File: src/rtl/aux_fb_pkg.sv
package aux_fb_pkg;

    localparam int AUX_CMD_W  = 4;
    localparam int AUX_ADDR_W = 20;

    typedef enum logic [2:0] {
        ST_IDLE,
        ST_WAIT,
        ST_HDR0,
        ST_HDR1,
        ST_HDR2,
        ST_LEN,
        ST_DATA
    } fb_state_e;

endpackage

File: src/rtl/aux_fb_delay.sv
module aux_fb_delay #(
    parameter int DLY_W = 8
) (
    input  logic             clk,
    input  logic             rst_n,
    input  logic             load,
    input  logic [DLY_W-1:0] load_val,
    input  logic             run,
    output logic             done
);
    logic [DLY_W-1:0] cnt_q;

    always_ff @(posedge clk) begin
        if (!rst_n) begin
            cnt_q <= '0;
        end else if (load) begin
            cnt_q <= load_val;
        end else if (run && cnt_q != '0) begin
            cnt_q <= cnt_q - DLY_W'(1);
        end
    end

    // Expires on the last counted cycle of the wait
    assign done = run && (cnt_q == DLY_W'(1));

endmodule

File: src/rtl/aux_fb_count.sv
module aux_fb_count #(
    parameter int MAX_LEN = 16,
    localparam int LEN_W = $clog2(MAX_LEN + 1),
    localparam int CNT_W = $clog2(MAX_LEN + 5)
) (
    input  logic             clk,
    input  logic             rst_n,
    input  logic             load,
    input  logic [LEN_W-1:0] req_len,
    input  logic             wr_en,
    output logic [CNT_W-1:0] frame_len
);
    logic [CNT_W-1:0] hdr_bytes;
    logic [CNT_W-1:0] pay_bytes;

    always_comb begin
        hdr_bytes = (req_len != '0) ? CNT_W'(4) : CNT_W'(3);
        pay_bytes = wr_en ? CNT_W'(req_len) : '0;
    end

    always_ff @(posedge clk) begin
        if (!rst_n) begin
            frame_len <= '0;
        end else if (load) begin
            frame_len <= hdr_bytes + pay_bytes;
        end
    end

endmodule

File: src/rtl/aux_fb_ctrl.sv
module aux_fb_ctrl
    import aux_fb_pkg::*;
#(
    parameter int MAX_LEN = 16,
    localparam int LEN_W = $clog2(MAX_LEN + 1),
    localparam int IDX_W = (MAX_LEN > 1) ? $clog2(MAX_LEN) : 1
) (
    input  logic                  clk,
    input  logic                  rst_n,
    input  logic                  start,
    input  logic [AUX_CMD_W-1:0]  cmd,
    input  logic [AUX_ADDR_W-1:0] addr,
    input  logic [LEN_W-1:0]      req_len,
    input  logic                  wr_en,
    input  logic                  dly_zero,
    input  logic                  dly_done,
    input  logic                  out_ready,
    input  logic [7:0]            pay_byte,
    output logic                  accept,
    output logic                  in_wait,
    output logic                  out_valid,
    output logic [7:0]            out_byte,
    output logic                  out_last,
    output logic [IDX_W-1:0]      pay_idx,
    output logic                  busy
);
    fb_state_e             state_q, state_d;
    logic [AUX_CMD_W-1:0]  cmd_q;
    logic [AUX_ADDR_W-1:0] addr_q;
    logic [LEN_W-1:0]      len_q;
    logic                  wr_q;
    logic [IDX_W-1:0]      idx_q;
    logic                  fire;
    logic                  pay_end;

    assign accept  = (state_q == ST_IDLE) && start;
    assign fire    = out_valid && out_ready;
    assign pay_end = (LEN_W'(idx_q) == len_q - LEN_W'(1));

    // State register and captured descriptor
    always_ff @(posedge clk) begin
        if (!rst_n) begin
            state_q <= ST_IDLE;
            cmd_q   <= '0;
            addr_q  <= '0;
            len_q   <= '0;
            wr_q    <= 1'b0;
            idx_q   <= '0;
        end else begin
            state_q <= state_d;
            if (accept) begin
                cmd_q  <= cmd;
                addr_q <= addr;
                len_q  <= req_len;
                wr_q   <= wr_en;
                idx_q  <= '0;
            end else if (state_q == ST_DATA && fire) begin
                idx_q  <= idx_q + IDX_W'(1);
            end
        end
    end

    // Next state and stream outputs
    always_comb begin
        state_d   = state_q;
        out_valid = 1'b0;
        out_byte  = '0;
        out_last  = 1'b0;
        unique case (state_q)
            ST_IDLE: begin
                if (start) state_d = dly_zero ? ST_HDR0 : ST_WAIT;
            end
            ST_WAIT: begin
                if (dly_done) state_d = ST_HDR0;
            end
            ST_HDR0: begin
                out_valid = 1'b1;
                out_byte  = {cmd_q, addr_q[19:16]};
                if (fire) state_d = ST_HDR1;
            end
            ST_HDR1: begin
                out_valid = 1'b1;
                out_byte  = addr_q[15:8];
                if (fire) state_d = ST_HDR2;
            end
            ST_HDR2: begin
                out_valid = 1'b1;
                out_byte  = addr_q[7:0];
                out_last  = (len_q == '0);
                if (fire) state_d = (len_q == '0) ? ST_IDLE : ST_LEN;
            end
            ST_LEN: begin
                out_valid = 1'b1;
                out_byte  = 8'(len_q - LEN_W'(1));
                out_last  = !wr_q;
                if (fire) state_d = wr_q ? ST_DATA : ST_IDLE;
            end
            ST_DATA: begin
                out_valid = 1'b1;
                out_byte  = pay_byte;
                out_last  = pay_end;
                if (fire && pay_end) state_d = ST_IDLE;
            end
            default: state_d = ST_IDLE;
        endcase
    end

    assign in_wait = (state_q == ST_WAIT);
    assign busy    = (state_q != ST_IDLE);
    assign pay_idx = idx_q;

endmodule

File: src/rtl/aux_req_framer.sv
module aux_req_framer
    import aux_fb_pkg::*;
#(
    parameter int MAX_LEN = 16,
    parameter int DLY_W   = 8,
    localparam int LEN_W = $clog2(MAX_LEN + 1),
    localparam int IDX_W = (MAX_LEN > 1) ? $clog2(MAX_LEN) : 1,
    localparam int CNT_W = $clog2(MAX_LEN + 5)
) (
    input  logic                  clk,
    input  logic                  rst_n,
    input  logic                  start,
    input  logic [AUX_CMD_W-1:0]  cmd,
    input  logic [AUX_ADDR_W-1:0] addr,
    input  logic [LEN_W-1:0]      req_len,
    input  logic                  wr_en,
    input  logic [DLY_W-1:0]      start_dly,
    output logic [IDX_W-1:0]      pay_idx,
    input  logic [7:0]            pay_byte,
    output logic                  out_valid,
    input  logic                  out_ready,
    output logic [7:0]            out_byte,
    output logic                  out_last,
    output logic [CNT_W-1:0]      frame_len,
    output logic                  busy
);
    logic accept;
    logic in_wait;
    logic dly_done;
    logic dly_zero;

    assign dly_zero = (start_dly == '0);

    aux_fb_ctrl #(.MAX_LEN(MAX_LEN)) u_ctrl (
        .clk       (clk),
        .rst_n     (rst_n),
        .start     (start),
        .cmd       (cmd),
        .addr      (addr),
        .req_len   (req_len),
        .wr_en     (wr_en),
        .dly_zero  (dly_zero),
        .dly_done  (dly_done),
        .out_ready (out_ready),
        .pay_byte  (pay_byte),
        .accept    (accept),
        .in_wait   (in_wait),
        .out_valid (out_valid),
        .out_byte  (out_byte),
        .out_last  (out_last),
        .pay_idx   (pay_idx),
        .busy      (busy)
    );

    aux_fb_delay #(.DLY_W(DLY_W)) u_delay (
        .clk      (clk),
        .rst_n    (rst_n),
        .load     (accept),
        .load_val (start_dly),
        .run      (in_wait),
        .done     (dly_done)
    );

    aux_fb_count #(.MAX_LEN(MAX_LEN)) u_count (
        .clk       (clk),
        .rst_n     (rst_n),
        .load      (accept),
        .req_len   (req_len),
        .wr_en     (wr_en),
        .frame_len (frame_len)
    );

endmodule

File: config.mk
export PLATFORM = sky130hd
export DESIGN_NAME = aux_req_framer
export DESIGN_NICKNAME = d
export VERILOG_FILES = /design/src/rtl/aux_fb_pkg.sv /design/src/rtl/aux_fb_delay.sv /design/src/rtl/aux_fb_count.sv /design/src/rtl/aux_fb_ctrl.sv /design/src/rtl/aux_req_framer.sv
export SDC_FILE = /design/constraint.sdc
export NUM_CORES = 1
export LEC_CHECK = 0
export BUFFER_PORTS_ARGS = -buffer_cell sky130_fd_sc_hd__buf_2
export CAP_MARGIN = 20
export CORE_MARGIN = 2
export CORE_UTILIZATION = 53
export DETAILED_ROUTE_END_ITERATION = 10
export HOLD_SLACK_MARGIN = 0.08
export PLACE_DENSITY_LB_ADDON = 0.08
export SLEW_MARGIN = 20
export SYNTH_ARGS = -nofsm -noshare
export SYNTH_HDL_FRONTEND = slang
export SYNTH_HIERARCHICAL = 1
export SYNTH_SLANG_ARGS = --single-unit
File: constraint.sdc
create_clock -name clk -period 2.96 [get_ports clk]
set_input_delay 0.148 -clock clk [delete_from_list [all_inputs] [get_ports clk]]
set_output_delay 0.148 -clock clk [all_outputs]
set_load 0.01 [all_outputs]
==> impl_metrics.yaml <==
floorplan:
  start_util: 0.550
  ios: 70
  row_count: 26
  coreArea_um2: 5110
  dieArea_um2: 5900
  dieWidth_um: 76.8
  die_y_um: 76.8
hold_path:
  hold_depth: 3
  min_path_type: "in -> reg"
  hold_path_end: "u_ctrl/addr_q[19]$_SDFFE_PN0P_"
  min-delay-start: "addr[19]"
sta:
  setup_viol: 0
  min_period_ps: 2250
  tightestPinTransition_ps: 589
  timing.final.crit_share: 0.760
  skew_ps: 2.36
  slew_viol_final: 0
  fmax_mhz: 445
  hold_viol: 0
  max-slew-margin-rel: 0.604
  finalWorstSetupSlack_ps: 710
  rsz0062_at_grt: "false"
  final.setup.tns_ps: 0
finish:
  final_area_um2: 3490
  drive_gt1_frac: 0.213
  final_common_cell: "nand2_1"
  layout.nets: 497
  final_cell_mix: "nand2_1 (76), buf_2 (69), dfxtp_1 (50)"
  antennaDiodeCount: 0
  synthToLayoutAreaGrowth_pct: 24.3
power_and_ir_drop:
  p_leak_nw: 1.49
  vdd.ir_drop.worst_mv: 0.316
  cellPowerDensity_nw_per_um2: 543
synth:
  synthTopCellsByArea: "dfxtp_1 (36%), nand2_1 (10%), a21oi_1 (7.8%)"
  synth_ff_type: "dfxtp_1"
  syn_nets: 418
  yosysWarnings: 6
  yosys.cell_types.count: 58
  synth_seq_cells: 50
  synth_edf_count: 0
  yosysTopAreaCell: "dfxtp_1"
  syn_inst: 362
  netlist_area_um2: 2810
  synth.avg_cell_area_um2: 7.76
  synth_largest_type_area_fraction: 0.356
  seq_area_frac_synth: 0.356
  synthArstFlopShare: 0
worst_setup_path:
  cp.arrival_ps: 2100
  crit_type: "reg -> out"
  slowest_delay_ps: 370
  rr_endpoint: "u_ctrl/state_q[2]$_SDFFE_PN0P_"
  cp-start-kind: "flop"
  slowest_stage: "dfxtp_1"
  crit_family: "flip-flops"
  worstPathCellList: "inv_1 > ha_1 > nor3b_1 > xor2_1 > nor2_1 > o32ai_1 > buf_2"
  ff2ff_path_depth: 7
  path_buf_inv: 2
  end_kind: "primary output"
  required_ps: 2810
  crit_fanout: 6
  ff2ff_setup_slack_ps: 750
  r2r_start: "u_ctrl/state_q[1]$_SDFFE_PN0P_"
clock_network:
  cts.path.max_buffers: 2
  worstSkewPairLatency_ps: 300
  clk_pin_slew_worst_paths_ps: 90
  cts_sinks: 50
  cts.htree.levels: 2
  post_cts_resized: 0
  cts_tree: "built"
  cts_made_buffers: 5
  cts-root-buf: "clkbuf_8"
global_route:
  grt_max_degree: 32
  grt-ovfl-total: 0
  grtUsageTotal: 0.255
  antenna_found_initial: 0
  grt_pass1_wl_um: 12300
  grt_pass1_vias: 2625
job:
  drv_cap: 0
detailed_routing:
  vias: 2790
  wire_per_inst_um: 13.8
  dr.pass1.iters: 4
  drt_iter0_drc: 276
  ant_nets: 0
  wl_um: 7070
  via_per_inst: 5.45
  drc_errors: 0
place:
  placed_cell_area_um2: 3190
  port_buffers: 69
  pre_cts_slack_ps: 763
  hpwl_um: 4950
  gp_routability_congestion: 0.863
outcome:
  outcome: "finished, final reports clean"
## worst register-to-register path: stages (launching register included)
cell and delay [ps]:
dfxtp_1 450, nor3_1 470, nand2_1 110, nor4_1 200, mux2_2 200, a2bb2oi_1 100, a22o_1 220, a311o_1 340
## routing by layer
layer  wire length [um]  GRT usage  up-vias
li1                   -          -     1420
met1               3280      0.330     1283
met2               3320      0.426       81
met3                385     0.0506        6
met4                 91     0.0782        0
met5                  0          0        -
## worst max path at each step
stage	start	end	cells after the start
after floorplan	u_ctrl/state_q[0]$_SDFFE_PN0P_	u_ctrl/state_q[2]$_SDFFE_PN0P_	9
after global placement	u_delay/cnt_q[2]$_SDFFE_PN0P_	u_ctrl/state_q[2]$_SDFFE_PN0P_	7
after detailed placement	u_ctrl/state_q[1]$_SDFFE_PN0P_	u_ctrl/state_q[2]$_SDFFE_PN0P_	7
after CTS	u_ctrl/len_q[0]$_SDFFE_PN0P_	out_byte[4]	7
after global routing	u_ctrl/len_q[0]$_SDFFE_PN0P_	out_byte[4]	7
final	u_ctrl/len_q[0]$_SDFFE_PN0P_	out_byte[4]	7
## Yosys cell counts, types with 3 or more instances
| cell type | n |
|---|---|
| o21ai_1 | 4 |
| xnor2_1 | 5 |
| a211oi_1 | 3 |
| nor3_1 | 9 |
| nor2b_1 | 7 |
| mux2_2 | 6 |
| a21oi_1 | 44 |
| a31oi_1 | 5 |
| nor2_1 | 21 |
| xor2_1 | 8 |
| or4_1 | 4 |
| ha_1 | 6 |
| nand3_1 | 9 |
| a22oi_1 | 4 |
| o21ai_0 | 9 |
| buf_2 | 7 |
| mux2i_1 | 6 |
| clkbuf_1 | 13 |
| nand2_1 | 76 |
| inv_1 | 11 |
| dfxtp_1 | 50 |
| nand2b_1 | 5 |
## logic make-up after synthesis
kind of cell / count (synthesis) / share of synthesized area
buffers and inverters: 35 / 0.0525
AOI/OAI and AO/OA: 94 / 0.208
and+or+nand+nor: 149 / 0.253
adders and majority gates: 6 / 0.0267
muxes: 12 / 0.0454
DFF: 50 / 0.356
xor gates and xnor gates: 15 / 0.0565
other: 1 / 0.00133
## state kept, by name, summed over array words and instances (netlist names)
name	cells
u_count/frame_len	5
u_ctrl/addr_q	20
u_ctrl/cmd_q	4
u_ctrl/len_q	5
u_ctrl/pay_idx	4
u_ctrl/state_q	3
u_ctrl/wr_q	1
u_delay/cnt_q	8
## power by group
group	internal, mW	total (mW)	switching, mW
logic	0.258	0.593	0.336
registers	0.750	0.820	0.0705
clock network	0.252	0.482	0.229
total	1.26	1.90	0.635
## what timing repair did
action                                 in CTS  in global routing
endpoints found under the hold margin      19                  0
hold buffers                               19                  0
buffers inserted                            0                  0
## layout make-up
type | instances | area, um^2
clock buffers | 6 | 72.6
clock inverters | 2 | 37.5
fillers | 465 | 1610
inverters | 12 | 45.0
multi-input cells | 277 | 1660
flip-flops and latches | 50 | 1000
well taps | 70 | 87.6
repair buffers | 95 | 588
## stage by stage
stage                     power (mW)  instances  utilization  hold slack [ps]
after floorplan                 1.25        362            -              276
after global placement          1.40        485        0.625              389
after detailed placement        1.40        485        0.625              394
after CTS                       1.90        512        0.684             82.2
after global routing            2.02        512        0.684             84.4
final                           1.90        512        0.684             89.4
No activity file was read; power rests on OpenSTA's default activity.
